**config.mk**
```make
export PLATFORM = sky130hd
export DESIGN_NAME = lirq_unit
export DESIGN_NICKNAME = d
export VERILOG_FILES = /design/src/rtl/lirq_pkg.sv /design/src/rtl/lirq_rst_sync.sv /design/src/rtl/lirq_sync.sv /design/src/rtl/lirq_source.sv /design/src/rtl/lirq_csr.sv /design/src/rtl/lirq_unit.sv
export SDC_FILE = /design/constraint.sdc
export NUM_CORES = 1
export LEC_CHECK = 0
export BUFFER_PORTS_ARGS = -buffer_cell sky130_fd_sc_hd__buf_2
export CAP_MARGIN = 10
export CORE_UTILIZATION = 40
export CTS_BUF_LIST = sky130_fd_sc_hd__clkbuf_8 sky130_fd_sc_hd__clkbuf_16
export DETAILED_ROUTE_END_ITERATION = 6
export PLACE_DENSITY = 0.93
export SLEW_MARGIN = 20
export SYNTH_ARGS = -nofsm -noshare
export SYNTH_HDL_FRONTEND = slang
export SYNTH_SLANG_ARGS = --single-unit
```
**constraint.sdc**
```tcl
create_clock -name clk -period 1.55 [get_ports clk]
set_clock_uncertainty 0.1 [all_clocks]
set_input_delay 0.0775 -clock clk [delete_from_list [all_inputs] [get_ports clk]]
set_output_delay 0.0775 -clock clk [all_outputs]
set_load 0.03 [all_outputs]
```
**src/rtl/lirq_pkg.sv**
```systemverilog
package lirq_pkg;
  localparam int NUM_SRC   = 2;
  localparam int REG_W     = 32;
  localparam int BE_W      = REG_W / 8;

  // Control/status word field positions (line 1 / line 2)
  localparam int B_EN1     = 0;
  localparam int B_POL1    = 1;
  localparam int B_STAT1   = 2;
  localparam int B_EN2     = 3;
  localparam int B_POL2    = 4;
  localparam int B_STAT2   = 5;
  localparam int B_MEN     = 6;
  localparam int B_SWI     = 7;
  localparam int B_EDGE1   = 8;
  localparam int B_EDGE2   = 9;
  localparam int B_CLR1    = 10;
  localparam int B_CLR2    = 11;

  typedef struct packed {
    logic en;
    logic pol_high;
    logic edge_md;
  } src_cfg_t;
endpackage

```
**src/rtl/lirq_rst_sync.sv**
```systemverilog
module lirq_rst_sync #(
  parameter int STAGES = 2
) (
  input  logic clk,
  input  logic rst_n,
  output logic rst_n_sync
);
  logic [STAGES-1:0] chain_q;
  logic [STAGES-1:0] chain_d;

  always_comb begin
    chain_d = {chain_q[STAGES-2:0], 1'b1};
  end

  always_ff @(posedge clk or negedge rst_n) begin
    if (!rst_n) chain_q <= '0;
    else        chain_q <= chain_d;
  end

  assign rst_n_sync = chain_q[STAGES-1];
endmodule

```
**src/rtl/lirq_sync.sv**
```systemverilog
module lirq_sync #(
  parameter int WIDTH  = 2,
  parameter int STAGES = 2
) (
  input  logic             clk,
  input  logic             rst_n,
  input  logic [WIDTH-1:0] async_in,
  output logic [WIDTH-1:0] sync_out
);
  logic [WIDTH-1:0] stage_q [STAGES];

  genvar g;
  generate
    for (g = 0; g < STAGES; g++) begin : g_stage
      logic [WIDTH-1:0] stage_d;
      if (g == 0) begin : g_first
        always_comb stage_d = async_in;
      end else begin : g_next
        always_comb stage_d = stage_q[g-1];
      end
      always_ff @(posedge clk or negedge rst_n) begin
        if (!rst_n) stage_q[g] <= '0;
        else        stage_q[g] <= stage_d;
      end
    end
  endgenerate

  assign sync_out = stage_q[STAGES-1];
endmodule

```
**src/rtl/lirq_source.sv**
```systemverilog
module lirq_source
  import lirq_pkg::*;
(
  input  logic     clk,
  input  logic     rst_n,
  input  logic     line_s,
  input  src_cfg_t cfg,
  input  logic     clr,
  output logic     req
);
  logic line_prev_q;
  logic latch_q;
  logic latch_d;
  logic rise;
  logic level_act;

  always_comb begin
    rise      = line_s & ~line_prev_q;
    level_act = cfg.pol_high ? line_s : ~line_s;
    if (!cfg.en || !cfg.edge_md) latch_d = 1'b0;
    else if (rise)               latch_d = 1'b1;
    else if (clr)                latch_d = 1'b0;
    else                         latch_d = latch_q;
    req = cfg.en & (cfg.edge_md ? latch_q : level_act);
  end

  always_ff @(posedge clk or negedge rst_n) begin
    if (!rst_n) begin
      line_prev_q <= 1'b0;
      latch_q     <= 1'b0;
    end else begin
      line_prev_q <= line_s;
      latch_q     <= latch_d;
    end
  end

  assert_latch_hold_R7: assert property (@(posedge clk) disable iff (!rst_n)
    (cfg.en && cfg.edge_md && req && !clr) |=> latch_q);

  assert_clr_drops_R8: assert property (@(posedge clk) disable iff (!rst_n)
    (cfg.en && cfg.edge_md && clr && !rise) |=> !latch_q);

  assert_rise_beats_clr_R9: assert property (@(posedge clk) disable iff (!rst_n)
    (cfg.en && cfg.edge_md && rise && clr) |=> latch_q);

  assert_disable_drops_R10: assert property (@(posedge clk) disable iff (!rst_n)
    (!cfg.en) |=> !latch_q);
endmodule

```
**src/rtl/lirq_csr.sv**
```systemverilog
module lirq_csr
  import lirq_pkg::*;
(
  input  logic                          clk,
  input  logic                          rst_n,
  input  logic                          wr,
  input  logic [REG_W-1:0]              wdata,
  input  logic [BE_W-1:0]               be,
  input  logic [NUM_SRC-1:0]            status,
  output src_cfg_t [NUM_SRC-1:0]        cfg,
  output logic [NUM_SRC-1:0]            clr,
  output logic                          men,
  output logic                          swi,
  output logic [REG_W-1:0]              rdata
);
  logic [NUM_SRC-1:0] en_q,   en_d;
  logic [NUM_SRC-1:0] pol_q,  pol_d;
  logic [NUM_SRC-1:0] edge_q, edge_d;
  logic               men_q,  men_d;
  logic               swi_q,  swi_d;
  logic               wr_lo, wr_hi;

  always_comb begin
    wr_lo  = wr & be[0];
    wr_hi  = wr & be[1];
    en_d   = en_q;
    pol_d  = pol_q;
    edge_d = edge_q;
    men_d  = men_q;
    swi_d  = swi_q;
    if (wr_lo) begin
      en_d  = {wdata[B_EN2],  wdata[B_EN1]};
      pol_d = {wdata[B_POL2], wdata[B_POL1]};
      men_d = wdata[B_MEN];
      swi_d = wdata[B_SWI];
    end
    if (wr_hi) begin
      edge_d = {wdata[B_EDGE2], wdata[B_EDGE1]};
    end
    clr = wr_hi ? {wdata[B_CLR2], wdata[B_CLR1]} : '0;
  end

  always_ff @(posedge clk or negedge rst_n) begin
    if (!rst_n) begin
      en_q   <= '0;
      pol_q  <= '0;
      edge_q <= '0;
      men_q  <= 1'b0;
      swi_q  <= 1'b0;
    end else begin
      en_q   <= en_d;
      pol_q  <= pol_d;
      edge_q <= edge_d;
      men_q  <= men_d;
      swi_q  <= swi_d;
    end
  end

  genvar g;
  generate
    for (g = 0; g < NUM_SRC; g++) begin : g_cfg
      assign cfg[g].en       = en_q[g];
      assign cfg[g].pol_high = pol_q[g];
      assign cfg[g].edge_md  = edge_q[g];
    end
  endgenerate

  assign men = men_q;
  assign swi = swi_q;

  always_comb begin
    rdata          = '0;
    rdata[B_EN1]   = en_q[0];
    rdata[B_POL1]  = pol_q[0];
    rdata[B_STAT1] = status[0];
    rdata[B_EN2]   = en_q[1];
    rdata[B_POL2]  = pol_q[1];
    rdata[B_STAT2] = status[1];
    rdata[B_MEN]   = men_q;
    rdata[B_SWI]   = swi_q;
    rdata[B_EDGE1] = edge_q[0];
    rdata[B_EDGE2] = edge_q[1];
  end

  logic unused_wbits;
  assign unused_wbits = ^{wdata[REG_W-1:12], wdata[B_STAT1], wdata[B_STAT2], be[BE_W-1:2]};

  assert_byte_hold_R11: assert property (@(posedge clk) disable iff (!rst_n)
    (!(wr && be[1])) |=> $stable(edge_q));

  assert_clr_only_on_write_R8: assert property (@(posedge clk) disable iff (!rst_n)
    (clr != '0) |-> (wr && be[1]));
endmodule

```
**src/rtl/lirq_unit.sv**
```systemverilog
module lirq_unit
  import lirq_pkg::*;
#(
  parameter int SYNC_STAGES = 2
) (
  input  logic               clk,
  input  logic               rst_n,
  input  logic [1:0]         irq_raw,
  input  logic               reg_wr,
  input  logic [31:0]        reg_wdata,
  input  logic [3:0]         reg_be,
  output logic [31:0]        reg_rdata,
  output logic               irq_out_n
);
  logic                   rst_n_s;
  logic [NUM_SRC-1:0]     line_s;
  logic [NUM_SRC-1:0]     req;
  logic [NUM_SRC-1:0]     clr;
  src_cfg_t [NUM_SRC-1:0] cfg;
  logic                   men;
  logic                   swi;
  logic                   irq_n_q, irq_n_d;

  lirq_rst_sync #(.STAGES(2)) u_rst (
    .clk        (clk),
    .rst_n      (rst_n),
    .rst_n_sync (rst_n_s)
  );

  lirq_sync #(.WIDTH(NUM_SRC), .STAGES(SYNC_STAGES)) u_sync (
    .clk      (clk),
    .rst_n    (rst_n_s),
    .async_in (irq_raw),
    .sync_out (line_s)
  );

  genvar g;
  generate
    for (g = 0; g < NUM_SRC; g++) begin : g_src
      lirq_source u_src (
        .clk    (clk),
        .rst_n  (rst_n_s),
        .line_s (line_s[g]),
        .cfg    (cfg[g]),
        .clr    (clr[g]),
        .req    (req[g])
      );
    end
  endgenerate

  lirq_csr u_csr (
    .clk    (clk),
    .rst_n  (rst_n_s),
    .wr     (reg_wr),
    .wdata  (reg_wdata),
    .be     (reg_be),
    .status (req),
    .cfg    (cfg),
    .clr    (clr),
    .men    (men),
    .swi    (swi),
    .rdata  (reg_rdata)
  );

  always_comb begin
    irq_n_d = ~(men & ((|req) | swi));
  end

  always_ff @(posedge clk or negedge rst_n_s) begin
    if (!rst_n_s) irq_n_q <= 1'b1;
    else          irq_n_q <= irq_n_d;
  end

  assign irq_out_n = irq_n_q;

  assert_master_gate_R5: assert property (@(posedge clk) disable iff (!rst_n_s)
    (!men) |=> irq_out_n);

  assert_sw_request_R6: assert property (@(posedge clk) disable iff (!rst_n_s)
    (men && swi) |=> !irq_out_n);

  assert_disabled_quiet_R4: assert property (@(posedge clk) disable iff (!rst_n_s)
    (!cfg[0].en && !cfg[1].en && !swi) |=> irq_out_n);
endmodule

```
==> run metrics, run 1 <==
non-filler cells, final around 140; critical path endpoint reg_rdata[5]; top cell type's share of synthesized area 50.14%; Std-Cell Core Area 2042 µm²; XOR/XNOR Fraction of Synth Area 1.950%; Syn Inst Count 79; fin util 54.35%; crit end category output port; Pleak ~0.00056 µW; Compound-Gate Fraction of Synth Area 4.039%; drt via density 4.084; Clock transition at path regs 0.07 ns; initial antenna violation count 0; FP Rows 16; Remaining Overflow, GRT 0; IO Count 74; via count 584; crit path cell chain xor2_1 > o21ai_0 > and2_1 > buf_2; final hold violations 0; TritonCTS clock tree done; final antenna-violating net count 0; fmax 681.6 MHz; WS Path Type flop to output port; overall routing resource usage about an eighth; Period Utilization, post-route 94.65%; headroom to the max-slew limit 56.74%; ANT cells 0; initial drt markers 3; Setup TNS 0 ns; largest family of logic cells by synthesized area buffers and inverters; run status finished clean; Tmin final between 1 and 1.5 ns; die width 49.39 µm; Crit path depth 4; post-synthesis simple-gate area fraction 8.357%; htree depth 1; Avg WL per Cell 9.608 µm; Reg2Reg Depth 3; MaxCap Viol Count 0; Req. time, crit path 1.37 ns; clock sinks 19; peak supply drop 0.6960 mV; startpoint types flop; final WL 1374 µm; Final Max Slew Viols 0; Post-synth top flop dfrtp_1; post-synthesis sequential area ratio 53.06%; Worst R2R End irq_out_n$_DFF_PN1_; Yosys warnings 0; Worst Hold Class primary input to asynchronous set/reset pin; critical path's slowest cell dfrtp_1; Bufs on Longest Clock Path 2; WP buf/inv 1; average size of a mapped cell 11.37 µm²; Worst Path Max Fanout 3; vias in the first global route 562; RSZ-0062 raised after global routing no; most frequent cell after synthesis buf_4; Starting Density 44.00%; layout cells sized above 1 35.34%; mux cell area share after synthesis between 10% and 20%; Total Power 1251 µW; root buffer cell clkbuf_8; power per cell area 1127 nW/µm²; Setup Viol. Count Final 0; CP delay by family, top flip-flops; Final #Nets about 160; Async S/R FF share, synth 100.0%; main area contributors after synthesis dfrtp_1 50%, buf_4 22%, mux2_2 10%; DRC violations left 0; Clk Latency, worst-skew pair 0.25 ns; cell taking the most area after synthesis dfrtp_1; Pre-antenna DRT Iters 4; Placed Cells roughly 130; cts bufs inserted 3; crit path DAT 1.29 ns; die area 2439 µm²; first-pass GRT wire length 2228 µm; Synth Area in Adders 0%; Vert. Die Dim roughly 49 µm; final hold slack between 0.03 and 0.04 ns; Port Buf Inserts 27; max incr delay on CP around 0.4 ns; CP startpoint u_sync.sync_out[1]$_DFF_PN0_; R2R Setup Slk ~0.52 ns; synthesis-to-layout area growth 23.54%; synthesized area 898.4 µm²; Synth top cells by count 26 x buf_4, 18 x dfrtp_1, 8 x mux2_2; Post-synth EDFFs 0; Worst Max-Slew Pin Slew 0.6489 ns; largest net degree at the start of global routing 18; flops & latches, synth 19; RR Startpoint u_csr.pol_q[0]$_DFFE_PN0P_; RD Place Congestion 0.7374; Distinct cells, synth 17
## worst register-to-register path, cell delays in order, from the launching register on
cell and delay (ns):
dfrtp_1 0.40, xor2_1 0.17, o21ai_1 0.19, o21ai_1 0.10
## cells by family (layout without fill, tap and decap cells)
group	after synthesis	count (layout)
AO/OA/AOI/OAI	7	7
multiplexers	8	8
AND/OR/NAND/NOR	15	15
flip-flops	19	19
other	2	23
XOR/XNOR	2	2
buffers and inverters	26	42
## per-layer routing
metal	vias to the layer above	part of all wire, %	track usage [%]	wire length (µm)
met1	258	41	12.70	563
met3	0	9.3	3.427	128
met5	-	0	0	0
met2	44	50	23.29	682
li1	282	-	-	-
met4	0	0	5.714	0
## cell usage in the layout (no fill, tap or decap), drive strengths merged
cell	count
a21oi	2
a31oi	1
and2	1
buf	27
clkbuf	3
clkinv	1
conb	23
dfrtp	18
dfstp	1
dlygate4sd3	11
mux2	8
nand2	5
nand2b	2
nand3	3
nor2	2
nor2b	2
o21ai	4
xor2	2
## flip-flops by register name, indices dropped and copies added (netlist names)
register and flops:
u_csr.edge_q 2, u_csr.pol_q 2, u_csr.en_q 2, g_src.u_src.line_prev_q 2
u_csr.men 1, u_csr.swi 1, u_rst.chain_q 2, g_src.u_src.latch_q 2
u_sync.g_stage.stage_d 2, u_sync.sync_out 2, irq_out_n 1
## stage by stage
stage	worst slack, ns	area [µm²]
global route	0.01003	1110
finish	0.08295	1110
CTS	0.04192	1107
detailed placement	0.3207	950.9
global placement	0.3301	950.9
floorplan	0.2883	977.2
## power breakdown
part	leakage (µW)	internal [µW]	total [µW]	switching (µW)
registers	0.000225	550	597	46.9
clock network	0.0000255	178	325	147
logic	0.000307	111	328	218
total	0.000557	839	1250	412
## final cells by class
cell class                      count  area (µm²)
Fill cell                         202       932.1
Sequential cell                    19       476.7
Multi-Input combinational cell     55       305.3
Timing Repair Buffer               38       247.7
Clock buffer                        3       41.29
Tap cell                           27       33.78
Clock inverter                      1       5.005
## timing repair
item                       in CTS  in global routing
setup buffers                   0                  0
hold buffers                   11                  0
gates resized for setup         0                  2
hold endpoints to repair       12                  0
setup endpoints to repair       0                  1
## worst min path at each step
stage	startpoint	endpoint	slack, ns	cells after the start
floorplan	rst_n	u_rst.chain_q[0]$_DFF_PN0_	-0.32	0
global placement	rst_n	u_rst.chain_q[0]$_DFF_PN0_	-0.24	1
detailed placement	rst_n	u_rst.chain_q[1]$_DFF_PN0_	-0.23	1
CTS	rst_n	u_rst.chain_q[0]$_DFF_PN0_	0.03	2
global route	rst_n	u_rst.chain_q[1]$_DFF_PN0_	0.03	2
finish	rst_n	u_rst.chain_q[0]$_DFF_PN0_	0.04	2
(Power assumes the default switching activity.)
==> run 2, diff against run 1 <==
--- a/config.mk
+++ b/config.mk
@@ -5,12 +5,13 @@
 export SDC_FILE = /design/constraint.sdc
 export NUM_CORES = 1
 export LEC_CHECK = 0
+export ABC_AREA = 1
 export BUFFER_PORTS_ARGS = -buffer_cell sky130_fd_sc_hd__buf_2
 export CAP_MARGIN = 10
-export CORE_UTILIZATION = 40
+export CORE_UTILIZATION = 41
 export CTS_BUF_LIST = sky130_fd_sc_hd__clkbuf_8 sky130_fd_sc_hd__clkbuf_16
 export DETAILED_ROUTE_END_ITERATION = 6
-export PLACE_DENSITY = 0.93
+export PLACE_DENSITY = 0.94
 export SLEW_MARGIN = 20
 export SYNTH_ARGS = -nofsm -noshare
 export SYNTH_HDL_FRONTEND = slang
==> run 2 against run 1 <==
Effect of this change: sequential power decreased by 3%; critical endpoint is now reg_rdata[2]; via count rose by 15%; sequential cell count unchanged; non-clock buffer count unchanged; register-to-register slack better by 0.04 ns; cell count rose by 15%; sequential share of layout area decreased by 0.19 points; largest power group unchanged; global-route usage up 2.1 points; highest routed layer is now met4; power down 1.2%; first-iteration DRC count is 33% higher.
==> run metrics, run 2 <==
Avg WL per Cell 9.091 µm; Syn Inst Count 101; Async S/R FF share, synth 100.0%; Clock transition at path regs 0.06 ns; most frequent cells in the layout 27 x buf_2, 23 x conb_1, 18 x dfrtp_1; ANT cells 0; R2R Setup Slk 0.56 ns; Remaining Overflow, GRT 0; Vert. Die Dim 49.33 µm; die width 49.33 µm; final worst setup slack 0.1822 ns; headroom to the max-slew limit 57.17%; crit path DAT roughly 1.2 ns; Worst Hold Class primary input to asynchronous set/reset pin; post-synthesis sequential area ratio 51.91%; Setup Viol. Count Final 0; run status finished clean; Starting Density approximately 45%; die area between 2000 and 2500 µm²; drt via density 4.085; Yosys warnings 0; main area contributors after synthesis dfrtp_1 49%, buf_4 21%, nand2_1 5.7%; final hold violations 0; Req. time, crit path 1.37 ns; Pre-antenna DRT Iters 3; fin util 54.60%; Synth top cells by count 26 x buf_4, 18 x dfrtp_1, 14 x nand2_1; synthesis-to-layout area growth 21.39%; fmax 731.1 MHz; Final Max Slew Viols 0; cell taking the most area after synthesis dfrtp_1; Post-synth top flop dfrtp_1; clock network fraction of design power 26.6%; FP Rows 16; commonest non-fill, non-tap cell in the layout buf_2; Tmin final 1.368 ns; Bufs on Longest Clock Path 2; Post-synth EDFFs 0; Worst Path Max Fanout 3; root buffer cell clkbuf_8; synthesized area 918.4 µm²; Pleak 0.0006333 µW; via count 670; first-pass GRT wire length roughly 2500 µm; Clk Latency, worst-skew pair 0.25 ns; peak supply drop ~0.85 mV; RD Place Congestion 0.7115; Comb pwr share between 20% and 30%; Post-CTS Setup Inserts 0; Place WS 0.4575 ns; cts bufs inserted 3; startpoint types flop; clock sinks 19; initial drt markers 4; DRC violations left 0; TritonCTS clock tree done; most frequent cell after synthesis buf_4; IO Count 74; final antenna-violating net count 0; RSZ-0062 raised after global routing no; flops & latches, synth 19; Worst Max-Slew Pin Slew 0.6425 ns; overall routing resource usage 14.56%; largest net degree at the start of global routing 18; Port Buf Inserts 27; MaxCap Viol Count 0; Setup TNS 0 ns; average size of a mapped cell 9.093 µm²; Distinct cells, synth 14; initial antenna violation count 0; crit end category output port; WS Path Type flop to output port; Final #Nets 179; Period Utilization, post-route 88.24%; Int Power approximately 820 µW; Reg power frac about 47%; power per cell area 1108 nW/µm²; Std-Cell Core Area between 2000 and 2500 µm²; hpwl dp 1048 µm; vias in the first global route 585; top cell type's share of synthesized area 49.05%; htree depth 1; layout cells sized above 1 24.82%; final WL 1491 µm; Net Sw Frac roughly 34%; P_sw 418.8 µW
[run 2: critical path, stage by stage (launching register included)]
cell and delay (ns):
dfrtp_1 0.39, inv_1 0.10, nor2_1 0.05, nor2_1 0.09, nand2_1 0.08, inv_1 0.05
buf_2 0.18
[run 2: cell families (layout without fill, tap and decap cells)]
kind of cell | Yosys count | after routing | share of synthesized area (%)
other | 2 | 23 | 0.8177
flip-flops | 19 | 19 | 51.91
buffers and inverters | 39 | 54 | 27.38
AND/OR/NAND/NOR | 31 | 31 | 13.35
multiplexers | 1 | 1 | 1.634
AO/OA/AOI/OAI | 9 | 9 | 4.904
[run 2: repair_timing]
| item | in CTS | in global routing |
|---|---|---|
| hold buffers | 11 | 0 |
| resized for setup | 0 | 0 |
| hold endpoints to repair | 12 | 0 |
[run 2: metrics by stage]
stage	hold slack, ns	cell area (µm²)	instances	power, µW
2_1_floorplan	-0.3181	997.2	122	881.7
3_3_place_gp	-0.2375	959.7	149	888.1
4_1_cts	0.03288	1115	164	1244
6_report	0.03384	1115	164	1235
5_1_grt	0.03505	1115	164	1301
3_5_place_dp	-0.2365	959.7	149	895.8
[run 2: cell type report]
class / count / area, µm²
clock buffers: 3 / 41.29
repair buffers: 38 / 245.2
fillers: 179 / 927.1
well taps: 27 / 33.78
multi-input cells: 64 / 269.0
inverters: 12 / 45.04
clock inverters: 1 / 3.754
flip-flops and latches: 19 / 476.7
[run 2: path summary, 6_finish.rpt]
check / from / to / cells past startpoint
max in group asynchronous: u_rst.chain_q[1]$_DFF_PN0_ / u_csr.edge_q[0]$_DFFE_PN0N_ / 0
min reg2reg: u_rst.chain_q[1]$_DFF_PN0_ / u_sync.sync_out[1]$_DFF_PN0_ / 0
max reg2reg: u_csr.edge_q[0]$_DFFE_PN0N_ / irq_out_n$_DFF_PN1_ / 6
min in group clk: reg_wdata[11] / g_src[1].u_src.latch_q$_DFFE_PN0P_ / 4
max: u_csr.edge_q[0]$_DFFE_PN0N_ / reg_rdata[2] / 6
min: rst_n / u_rst.chain_q[0]$_DFF_PN0_ / 2
[run 2: power by group through the flow]
stage	combinational (µW)	sequential [µW]	clock (µW)
detailed placement	307	589	0
global route	358	586	357
floorplan	247	634	0
CTS	328	580	336
finish	329	578	328
global placement	303	585	0
[run 2: metal layers]
| metal | track usage, % | wire (µm) | share of wire, % | vias up |
|---|---|---|---|---|
| li1 | - | - | - | 325 |
| met1 | 15.63 | 562 | 38 | 299 |
| met2 | 24.89 | 769 | 52 | 41 |
| met3 | 3.427 | 112 | 7.5 | 5 |
| met4 | 10.29 | 46 | 3.1 | 0 |
| met5 | 0 | 0 | 0 | - |
==> run 3, diff against run 2 <==
--- a/config.mk
+++ b/config.mk
@@ -8,6 +8,7 @@
 export ABC_AREA = 1
 export BUFFER_PORTS_ARGS = -buffer_cell sky130_fd_sc_hd__buf_2
 export CAP_MARGIN = 10
+export CORE_MARGIN = 5
 export CORE_UTILIZATION = 41
 export CTS_BUF_LIST = sky130_fd_sc_hd__clkbuf_8 sky130_fd_sc_hd__clkbuf_16
 export DETAILED_ROUTE_END_ITERATION = 6
==> run 3 against run 2 <==
Effect of this change: the flow now finishes with violations (negative hold slack); combinational power barely moved; setup slack improved by 0.010 ns; critical path depth did not move; power fell by 1.1%; critical path type unchanged; first-iteration DRC count fell by 75%; routed wire length rose by 14%; critical endpoint unchanged; final area fell by 1.7%; sequential cell count did not move; core utilization fell by 4.1 points; largest power group unchanged; highest routed layer unchanged; hold slack got worse by 0.036 ns; global-route usage fell by 4.2 points.
==> run metrics, run 3 (synthesis results as in run 2) <==
Clock transition at path regs 0.07 ns; RR Startpoint u_csr.edge_q[1]$_DFFE_PN0N_; ANT cells 0; fmax 736.6 MHz; Tmin final 1.358 ns; Worst Path Max Fanout 3; power per cell area approximately 1100 nW/µm²; Setup Viol. Count Final 0; final hold violations 1; initial antenna violation count 0; IO Count 74; layout cells sized above 1 between 20% and 30%; hold wc startpoint reg_wdata[0]; final hold slack -0.002472 ns; cts hold-fix bufs 9; first-pass GRT wire length 2732 µm; drt via density just over 4; root buffer cell clkbuf_8; clock sinks 19; synthesis-to-layout area growth 19.35%; Vert. Die Dim 57.33 µm; R2R Setup Slk ~0.55 ns; Remaining Overflow, GRT 0; final antenna-violating net count 0; final worst setup slack between 0.15 and 0.2 ns; Final Max Slew Viols 0; MaxCap Viol Count 0; RD Place Congestion 0.6695; Reg2Reg Depth 6; via count 660; fin util 50.52%; Place WS 0.4461 ns; headroom to the max-slew limit 57.55%; commonest non-fill, non-tap cell in the layout buf_2; htree depth 1; die area 3287 µm²; Req. time, crit path 1.37 ns; Setup TNS 0 ns; RSZ-0062 raised after global routing no; Worst Hold Class primary input to flop; largest net degree at the start of global routing 18; hpwl dp 1277 µm; FP Rows 17; Total Power 1221 µW; TritonCTS clock tree done; Port Buf Inserts 27; final WL 1704 µm; Worst R2R End irq_out_n$_DFF_PN1_; peak supply drop 0.9292 mV; crit end category output port; Period Utilization, post-route slightly below 90%; Avg WL per Cell roughly 10 µm; violated checks negative hold slack; DRC violations left 0; cts bufs inserted 3; Worst Max-Slew Pin Slew 0.6368 ns; hold path cells 3; Std-Cell Core Area approximately 2200 µm²; finished layout cell area 1096 µm²; Final #Nets 177; vias in the first global route roughly 710; most frequent cells in the layout 27 x buf_2, 23 x conb_1, 18 x dfrtp_1; run status finished, violations left; crit path DAT 1.18 ns; Starting Density a little over two fifths; overall routing resource usage about 10%; Post-CTS Setup Inserts 0; Pre-antenna DRT Iters 3; Clk Latency, worst-skew pair 0.24 ns; WS Path Type flop to output port; PostCTS Resize Cnt 0; Pleak between 0.0006 and 0.0007 µW; die width 57.33 µm; Hold EP u_csr.en_q[0]$_DFFE_PN0P_; initial drt markers 1; Bufs on Longest Clock Path 2; Area after DPL 960.9 µm²; startpoint types flop
[run 3: cell types whose count changed in the layout (fill, tap and decap cells not counted), sizes merged]
cell,delta
dlygate4sd3,-2
[run 3: through the flow]
step                hold slack, ns  cells
finish                   -0.002472    163
global route               0.02595    163
CTS                      0.0008041    163
detailed placement         -0.2350    150
global placement           -0.2346    150
floorplan                  -0.3181    122
[run 3: critical path, cell delays in order (launching register included)]
cell and delay, ns:
dfrtp_1 0.39, inv_1 0.10, nor2_1 0.05, nor2_1 0.08, nand2_1 0.08, inv_1 0.05, buf_2 0.18
[run 3: how the worst max path moves through the flow]
stage	cells after the start	start	endpoint
after global routing	6	u_csr.edge_q[0]$_DFFE_PN0N_	reg_rdata[2]
after detailed placement	6	u_csr.edge_q[0]$_DFFE_PN0N_	reg_rdata[2]
after floorplan	6	u_csr.edge_q[1]$_DFFE_PN0N_	reg_rdata[5]
final	6	u_csr.edge_q[0]$_DFFE_PN0N_	reg_rdata[2]
after global placement	6	u_csr.edge_q[1]$_DFFE_PN0N_	reg_rdata[5]
after CTS	6	u_csr.edge_q[0]$_DFFE_PN0N_	reg_rdata[2]
[run 3: final cells by class]
| cell class | count | area [µm²] |
|---|---|---|
| Sequential cell | 19 | 476.7 |
| Clock buffer | 3 | 41.29 |
| Fill cell | 194 | 1074 |
| Inverter | 12 | 45.04 |
| Timing Repair Buffer | 36 | 225.2 |
| Tap cell | 28 | 35.03 |
| Multi-Input combinational cell | 64 | 269.0 |
| Clock inverter | 1 | 3.754 |
[run 3: metal layers]
| metal | global-route usage [%] | part of all wire [%] | up-vias |
|---|---|---|---|
| met2 | 20.72 | 55 | 32 |
| met4 | 0.9934 | 0.29 | 0 |
| li1 | - | - | 320 |
| met3 | 3.167 | 9.3 | 2 |
| met5 | 0 | 0 | - |
| met1 | 10.88 | 36 | 306 |
[run 3: power breakdown]
part	leakage, µW	total [µW]	switching [µW]	internal [µW]
Combinational	0.000376	329	237	92.0
Clock	0.0000269	315	140	175
Sequential	0.000222	577	32.0	545
